$ cat config.mk
export PLATFORM = sky130hd
export DESIGN_NAME = bht_predictor
export DESIGN_NICKNAME = d
export VERILOG_FILES = /design/src/rtl/bht_predictor.sv
export SDC_FILE = /design/constraint.sdc
export NUM_CORES = 1
export LEC_CHECK = 0
export BUFFER_PORTS_ARGS = -buffer_cell sky130_fd_sc_hd__buf_2
export CORE_ASPECT_RATIO = 2
export CORE_MARGIN = 2
export CORE_UTILIZATION = 40
export CTS_CLUSTER_DIAMETER = 50
export DETAILED_ROUTE_END_ITERATION = 7
export GPL_TIMING_DRIVEN = 0
export RECOVER_POWER = 100
export SYNTH_ARGS = -nofsm -noshare
export SYNTH_HDL_FRONTEND = slang
export SYNTH_SLANG_ARGS = --single-unit
$ cat constraint.sdc
create_clock -name clk -period 3.4 [get_ports clk]
set_input_delay 0.68 -clock clk [delete_from_list [all_inputs] [get_ports clk]]
set_output_delay 0.68 -clock clk [all_outputs]
set_load 0.03 [all_outputs]
$ cat src/rtl/bht_predictor.sv
module bht_predictor #(
  parameter int ENTRIES = 128,
  parameter int PC_W    = 32,
  parameter int OFS_W   = 13
) (
  input  logic             clk,
  input  logic             rst_n,
  input  logic [PC_W-1:0]  lk_pc,
  input  logic [OFS_W-1:0] lk_ofs,
  output logic             lk_taken,
  input  logic             up_en,
  input  logic [PC_W-1:0]  up_pc,
  input  logic             up_taken
);
  localparam int IDX_W = $clog2(ENTRIES);

  logic [ENTRIES-1:0]      vld;
  logic [ENTRIES-1:0][1:0] cnt;
  logic [IDX_W-1:0]        lk_idx, up_idx;
  logic                    unused_bits;

  assign lk_idx = lk_pc[IDX_W:1];
  assign up_idx = up_pc[IDX_W:1];
  assign unused_bits = ^{lk_pc[0], up_pc[0], lk_pc[PC_W-1:IDX_W+1],
                         up_pc[PC_W-1:IDX_W+1], lk_ofs[OFS_W-2:0]};

  assign lk_taken = vld[lk_idx] ? cnt[lk_idx][1] : lk_ofs[OFS_W-1];

  for (genvar e = 0; e < ENTRIES; e++) begin : g_ent
    logic hit;
    assign hit = up_en && (up_idx == IDX_W'(e));
    always_ff @(posedge clk) begin
      if (!rst_n) begin
        vld[e] <= 1'b0;
        cnt[e] <= 2'd0;
      end else if (hit) begin
        vld[e] <= 1'b1;
        if (up_taken && cnt[e] != 2'd3)       cnt[e] <= cnt[e] + 2'd1;
        else if (!up_taken && cnt[e] != 2'd0) cnt[e] <= cnt[e] - 2'd1;
      end
    end
  end
endmodule

======== Yosys cells after proc, flatten, opt, wreduce, memory -nomap -nowiden ========
Cells that the tools add are included.
storage, ports and cells
  register bits ........................... 384
  input port bits ......................... 81
operators by class
  reductions and logical operators ........ 770
  equality and inequality tests ........... 255
  muxes and demuxes ....................... 261
  add/subtract/negate cells ............... 256
  magnitude comparators ................... 1
operators by type and width
  cell                                                                          number
  2-bit 2-to-1 mux                                                              257
  2-bit nonzero test                                                            256
  7-bit == test, second input constant                                          64
  1-bit logical AND                                                             384
  2-bit by 1-bit adder with 2-bit output, second input constant                 128
  2-bit inequality test, second input constant                                  128
  2-bit AND reduction                                                           128
  2-bit by 1-bit subtractor with 2-bit output, second input constant            128
  7-bit by 6-bit == test with 1-bit output, second input constant               32
  7-bit by 5-bit == test with 1-bit output, second input constant               16
  7-bit by 4-bit == test with 1-bit output, second input constant               8
  7-bit by 3-bit == test with 1-bit output, second input constant               4
  2-bit binary-select mux with 7-bit select                                     1
  7-bit by 2-bit == test with 1-bit output, second input constant               2
  7-bit by 8-bit less-than comparator with 1-bit output, second input constant  1
  1-bit binary-select mux with 7-bit select                                     1
  7-bit by 1-bit == test with 1-bit output, second input constant               1
  7-bit logical NOT                                                             1
  1-bit 2-to-1 mux                                                              2
  1-bit logical NOT                                                             1

======== Logic depth before layout (Yosys ltp) ========
Gate-level depths: netlist of the first run.
  word-level depth ........................ 4
  mapped depth ............................ 10
  mapped depth without buffers ............ 7

======== Worst setup path after synthesis of the first run ========
No wires, ideal clock.
  path kind ............................... in2out
  start ................................... input lk_pc[2]
  end ..................................... output lk_taken
  required time ........................... 2720 ps
  buffers on the path ..................... 2
  data arrival time ....................... 2641 ps
  stages on the path ...................... 9
  path slack .............................. 79 ps
  cell sequence ........................... buf_4 -> buf_2 -> mux2_2 -> a22oi_1 -> nand4_1 -> o22ai_1 -> a41oi_1 -> a32oi_1 -> mux2i_1
on the way
  word-level cells in the longest chain between the ends .. 3
RTL lines
  what                                                                                                    line  text
  start, declared                                                                                         8     input logic [PC_W-1:0] lk_pc,
  2-bit binary-select mux with 7-bit select or 1-bit binary-select mux with 7-bit select (tied branches)  27    assign lk_taken = vld[lk_idx] ? cnt[lk_idx][1] : lk_ofs[OFS_W-1];
  2-bit 2-to-1 mux (not written as such) or 1-bit 2-to-1 mux (tied branches)                              27
  1-bit 2-to-1 mux *                                                                                      27
  end, declared                                                                                           10    output logic lk_taken,
Mark *: on every way between the ends. The rest lies on a longest branch, timed or not. The select of a mux whose other input is x is not followed.

======== Final worst setup path of the first run ========
Ends and elaborated chain as after synthesis.

==> results of run 1 <==
[cell usage after synthesis, types with 5 or more instances]
library cell,n
a211oi_1,6
a21boi_0,55
a21oi_1,205
a22oi_1,7
and2_1,74
and3_1,56
buf_1,11
buf_2,16
buf_4,7
buf_6,5
clkbuf_1,138
dfxtp_1,384
inv_1,83
mux2_2,27
mux2i_1,28
mux4_2,41
nand2_1,332
nand2b_1,6
nand3_1,94
nor2_1,195
nor2b_1,54
nor3_1,8
o21a_1,80
o21ai_0,265
o221a_2,48
o22ai_1,10
o31ai_1,80
[layer usage]
metal / wire length [um] / vias up / GRT usage [%]
met4: 8584 / 2 / 28.97
met2: 37850 / 911 / 53.17
li1: - / 8381 / -
met3: 5218 / 365 / 4.944
met5: 16 / - / 0
met1: 26600 / 9040 / 32.92
[final timing paths]
check | depth (start not counted) | endpoint | from
hold reg to reg | 2 | cnt[110]$_SDFFE_PN0P_ | cnt[110]$_SDFFE_PN0P_
setup / recovery | 10 | lk_taken | lk_pc[2]
hold / removal | 2 | cnt[110]$_SDFFE_PN0P_ | cnt[110]$_SDFFE_PN0P_
setup reg to reg | 4 | cnt[84]$_SDFFE_PN0P_ | cnt[85]$_SDFFE_PN0P_
[flip-flops by register name, indices dropped and copies added, names as in the netlist]
signal,count
cnt,256
vld,128
[logic make-up (layout without fill, tap and decap cells)]
kind of cell           Yosys count  after routing  share of synthesized area [%]
AO/OA/AOI/OAI                  769            769                          25.30
flip-flops                     384            384                          40.73
multiplexers                    96             96                          7.988
buffers and inverters          261            347                          5.641
AND/OR/NAND/NOR                841            841                          20.35
[power by group]
| group | switching (mW) | total (mW) | leakage (nW) | internal, mW |
|---|---|---|---|---|
| combinational | 0.555 | 0.755 | 3.31 | 0.200 |
| clock | 1.91 | 4.29 | 0.591 | 2.38 |
| sequential | 0.00561 | 4.51 | 3.09 | 4.51 |
[worst min-delay path, cell delays in order (launching register included)]
cell,delay [ns]
dfxtp_1,0.32
inv_1,0.05
a21oi_1,0.05
[per-stage QoR]
step | hold WS (ns) | area [um2]
global route | 0.4776 | 21430
CTS | 0.4590 | 21290
floorplan | 0.4311 | 18880
detailed placement | 0.4488 | 19730
global placement | 0.4413 | 19730
finish | 0.4541 | 21430
[layout make-up]
cell class	count	area [um2]	area share (%)
Buffer	176	863.3	4.029
Clock buffer	54	1092	5.098
Clock inverter	9	98.84	0.4613
Inverter	83	311.5	1.454
Multi-Input combinational cell	1706	10360	48.36
Sequential cell	384	7689	35.88
Tap cell	627	784.5	3.661
Timing Repair Buffer	25	225.2	1.051
[timing repair]
action | CTS | global route
hold buffers | 0 | 0
setup buffers | 8 | 2
gates resized for setup | 65 | 30
endpoints found under the setup margin | 1 | 1
cloned | 1 | 0
pin swaps | 14 | 10
==> results.cfg, run 1 <==
[timing]
finalSetupViolations = 2
layout_min_cycle_time_ns = 3.417
slew_viol_final = 18
fmax_mhz = 292.6
period_share_pct = 100.5
finalClockSkew_ns = 0.009169
worst_pin_slew_ns = 1.532
finalSetupTns_ns = -0.01787
maxSlewHeadroom_pct = -2.122
finalHoldViolations = 0
setup_slack_ns = -0.01730

[power_and_ir_drop]
ir_drop_uv = 314.9
power_density_nw_per_um2 = 445.9
power_mw = 9.555
cellLeakagePower_nw = 6.992

[final_layout]
syn2layout_area_growth_pct = 13.52
final_layout_size_suffix_gt1_share_pct = 10.71
final_cell_mix = 383 x dfxtp_1, 331 x nand2_1, 262 x o21ai_0
fillers = 4618
final_common_cell = dfxtp_1
final_util_pct = 45.92
nets = 2494
num_antenna_cells = 0
final_cells = 3064

[outcome]
violations = max-capacitance violations, max-slew violations, negative setup slack
status = finished with violations

[worst_setup_path]
crit_arrival_ns = 2.74
crit_top_cell = buf_12
cp_top_family = buffers and inverters
cp_cell_sequence = buf_12 > buf_12 > buf_12 > buf_16 > mux4_2 > a211oi_2 > a22oi_1 > a31oi_2 > mux2i_1 > buf_4
critical-path-max-stage-delay_ns = 0.41
crit_buf_inv = 5
cp-end-kind = output pin
crit_type = in2out
crit_path_start_kind = input pin
crit_fanout = 10
required_ns = 2.72
slowest_stage = mux4_2
r2r_setup_slack_ns = 2.35

[job]
drv_cap = 2

[drt]
ant_nets = 0
drt_first_pass_iters = 5
via_per_inst = 6.103
route.vias.total = 18700
drtIter0Drc = 1500
wl_per_cell_um = 25.54
drt-total-wl_um = 78270
drc_errors = 0

[floorplan]
die_area_um2 = 49050
die_h_um = 311.2
die_x_um = 157.6
core_region_area_um2 = 46660
start_util_pct = 40.45
ioPinCount = 82
num_rows = 112

[synth]
ys_async_sr_fraction_pct = 0
ys_seq_area_share_pct = 40.73
synth_top_area_cell = dfxtp_1
syn-num-nets = 2432
ys_seq_elements = 384
synth-edff-count = 0
ys_types = 47
synth_area_leaders = dfxtp_1 41%, o21ai_0 7.0%, nand2_1 6.6%
yosys.area.top_type_share_pct = 40.73
synthFlopType = dfxtp_1
syn-instance-count = 2351
synthesis.area_um2 = 18880
ys_warn_count = 0
avgSynthCellArea_um2 = 8.029

[clocking]
clkLatencyLatePin_ns = 0.55
numCtsBuffers = 37
cts_tree = yes
cts.htree.levels = 2
clkSinkCount = 384
path_clk_slew_ns = 0.06
cts-root-buf = clkbuf_16
clock_path_buffers = 3

[placed_design]
place_congestion = 0.9937
dp.cells = 2992
pre_cts_slack_ns = -0.9268
io_buffer_count = 14
dp_hpwl_um = 56820

[grt]
grt_max_degree = 16
grt_util_all_layers_pct = 31.53
grt_pass1_wl_um = 114500
antenna_found_initial = 2
grt_pass1_vias = 18450
grt.overflow.total = 0

[worst_hold_path]
hp-class = reg2reg
Note: power is estimated with default switching activity, not from simulation.
==> inputs of run 2 (changes only) <==
- clock period: 3.4 -> 3.7 ns (I/O delays scaled with it)
==> results.cfg, run 2 (same netlist as run 1, synthesis figures left out) <==
[final_layout]
top_register = cnt
reg.largest.list = cnt: 256 flops, vld: 128 flops
final_cell_mix = 384 x dfxtp_1, 331 x nand2_1, 265 x o21ai_0
largest_reg_flops = 256
final_common_cell = dfxtp_1
final_cells = 3058
nets = 2487
syn2layout_area_growth_pct = 11.98
final_layout_size_suffix_gt1_share_pct = 9.547

[clocking]
cts-root-buf = clkbuf_16
cts_tree = yes
clock_path_buffers = 3
clkSinkCount = 384
hold_buffers = 0
numCtsBuffers = 37
path_clk_slew_ns = 0.06
cts.htree.levels = 2
clkLatencyLatePin_ns = 0.55

[drt]
drc_errors = 2
wl_per_cell_um = 25.47
drtIter0Drc = 1447
drt-total-wl_um = 77890
ant_nets = 0
drt_first_pass_iters = 8
via_per_inst = 6.095
route.vias.total = 18640

[grt]
grt.overflow.total = 0
grt_util_all_layers_pct = 31.39
antenna_found_initial = 1
grt_max_degree = 16
grt_pass1_wl_um = 114200
grt_pass1_vias = 18390

[floorplan]
die_x_um = 157.6
die_area_um2 = 49050
core_region_area_um2 = 46660
ioPinCount = 82
num_rows = 112
start_util_pct = 40.45
die_h_um = 311.2

[worst_setup_path]
crit_type = in2out
cp_cell_sequence = buf_4 > buf_8 > buf_12 > buf_12 > mux4_2 > a211oi_2 > a22oi_1 > a31oi_2 > mux2i_1 > buf_4
cp_top_family = buffers and inverters
cp-end-kind = output pin
r2r-end = cnt[84]$_SDFFE_PN0P_
slowest_stage = mux4_2
crit_arrival_ns = 2.96
rr_startpoint = cnt[85]$_SDFFE_PN0P_
crit_fanout = 10
required_ns = 2.96
crit_buf_inv = 5
r2r_setup_slack_ns = 2.65
r2r_cells = 4
critical-path-max-stage-delay_ns = 0.41
crit_path_start_kind = input pin

[power_and_ir_drop]
switching_share_pct = 25.73
cellLeakagePower_nw = 6.884
power_density_nw_per_um2 = 413.4
internal_power_mw = 6.490
power_mw = 8.738
ir_drop_uv = 292.7
power_switching_mw = 2.248
seqPwrFrac_pct = 47.4
power_frac_clock_pct = 45.0
pwr-share-comb_pct = 7.5

[worst_hold_path]
hold_path_end = cnt[110]$_SDFFE_PN0P_
min-delay-start = cnt[110]$_SDFFE_PN0P_
hold_depth = 2
hp-class = reg2reg

[timing]
finalSetupViolations = 0
slew_viol_final = 0
finalSetupTns_ns = 0
fmax_mhz = 270.5
maxSlewHeadroom_pct = 0.4452
finalClockSkew_ns = 0.007260
finalHoldViolations = 0
period_share_pct = 99.90
layout_min_cycle_time_ns = 3.696
hold_slack_ns = 0.4550
worst_pin_slew_ns = 1.490

[outcome]
status = finished with violations
violations = design-rule violations, max-capacitance violations

[placed_design]
place_congestion = 0.9937
io_buffer_count = 14
dp.cells = 2992
dp_hpwl_um = 56820

[job]
drv_cap = 1
run 2: power groups by stage:
stage | sequential, mW | combinational [mW] | clock [mW]
2_1_floorplan | 4.24 | 0.346 | 0
3_3_place_gp | 4.24 | 0.614 | 0
3_5_place_dp | 4.24 | 0.617 | 0
4_1_cts | 4.14 | 0.637 | 3.96
5_1_grt | 4.14 | 0.680 | 4.10
6_report | 4.14 | 0.658 | 3.93
run 2: repair_timing:
| item | 4_1_cts | 5_1_grt |
|---|---|---|
| resized for setup | 35 | 19 |
| buffers inserted | 3 | 0 |
| setup endpoints to repair | 1 | 1 |
| pin swaps | 5 | 3 |
run 2: area by class of cell:
class,count,area (um2)
inverters,83,311.5
multi-input cells,1706,10240
flip-flops and latches,384,7687
fillers,4649,25530
well taps,627,784.5
clock inverters,9,98.84
diodes,1,2.502
clock buffers,54,1092
plain buffers,177,817.0
repair buffers,17,102.6
run 2: metal layers:
layer	GRT usage, %	share of wire (%)	up-vias
li1	-	-	8360
met1	32.62	34	9035
met2	53.57	49	897
met3	5.223	6.9	346
met4	27.42	10	2
met5	0	0.021	-
run 2: worst max path at each step:
stage | start | endpoint | slack (ns) | cells past startpoint
4_1_cts | lk_pc[2] | lk_taken | 0.02 | 11
6_report | lk_pc[2] | lk_taken | 0.004 | 10
2_1_floorplan | lk_pc[2] | lk_taken | 0.26 | 9
3_3_place_gp | lk_pc[3] | lk_taken | -0.77 | 8
3_5_place_dp | lk_pc[3] | lk_taken | -0.75 | 8
5_1_grt | lk_pc[2] | lk_taken | -0.007 | 11
run 2: through the flow:
step,util (%),setup WS (ns),cell area [um2]
CTS,45.20,0.01724,21090
floorplan,-,0.2592,18880
detailed placement,42.28,-0.7468,19730
global placement,42.28,-0.7735,19730
global route,45.29,-0.006740,21130
finish,45.29,0.003803,21140
run 2: worst min-delay path: cells and delay by family, from the launching register on:
family	cells	cell delay (ns)
compound gates	1	0.05
flops	1	0.32
buf+inv	1	0.05
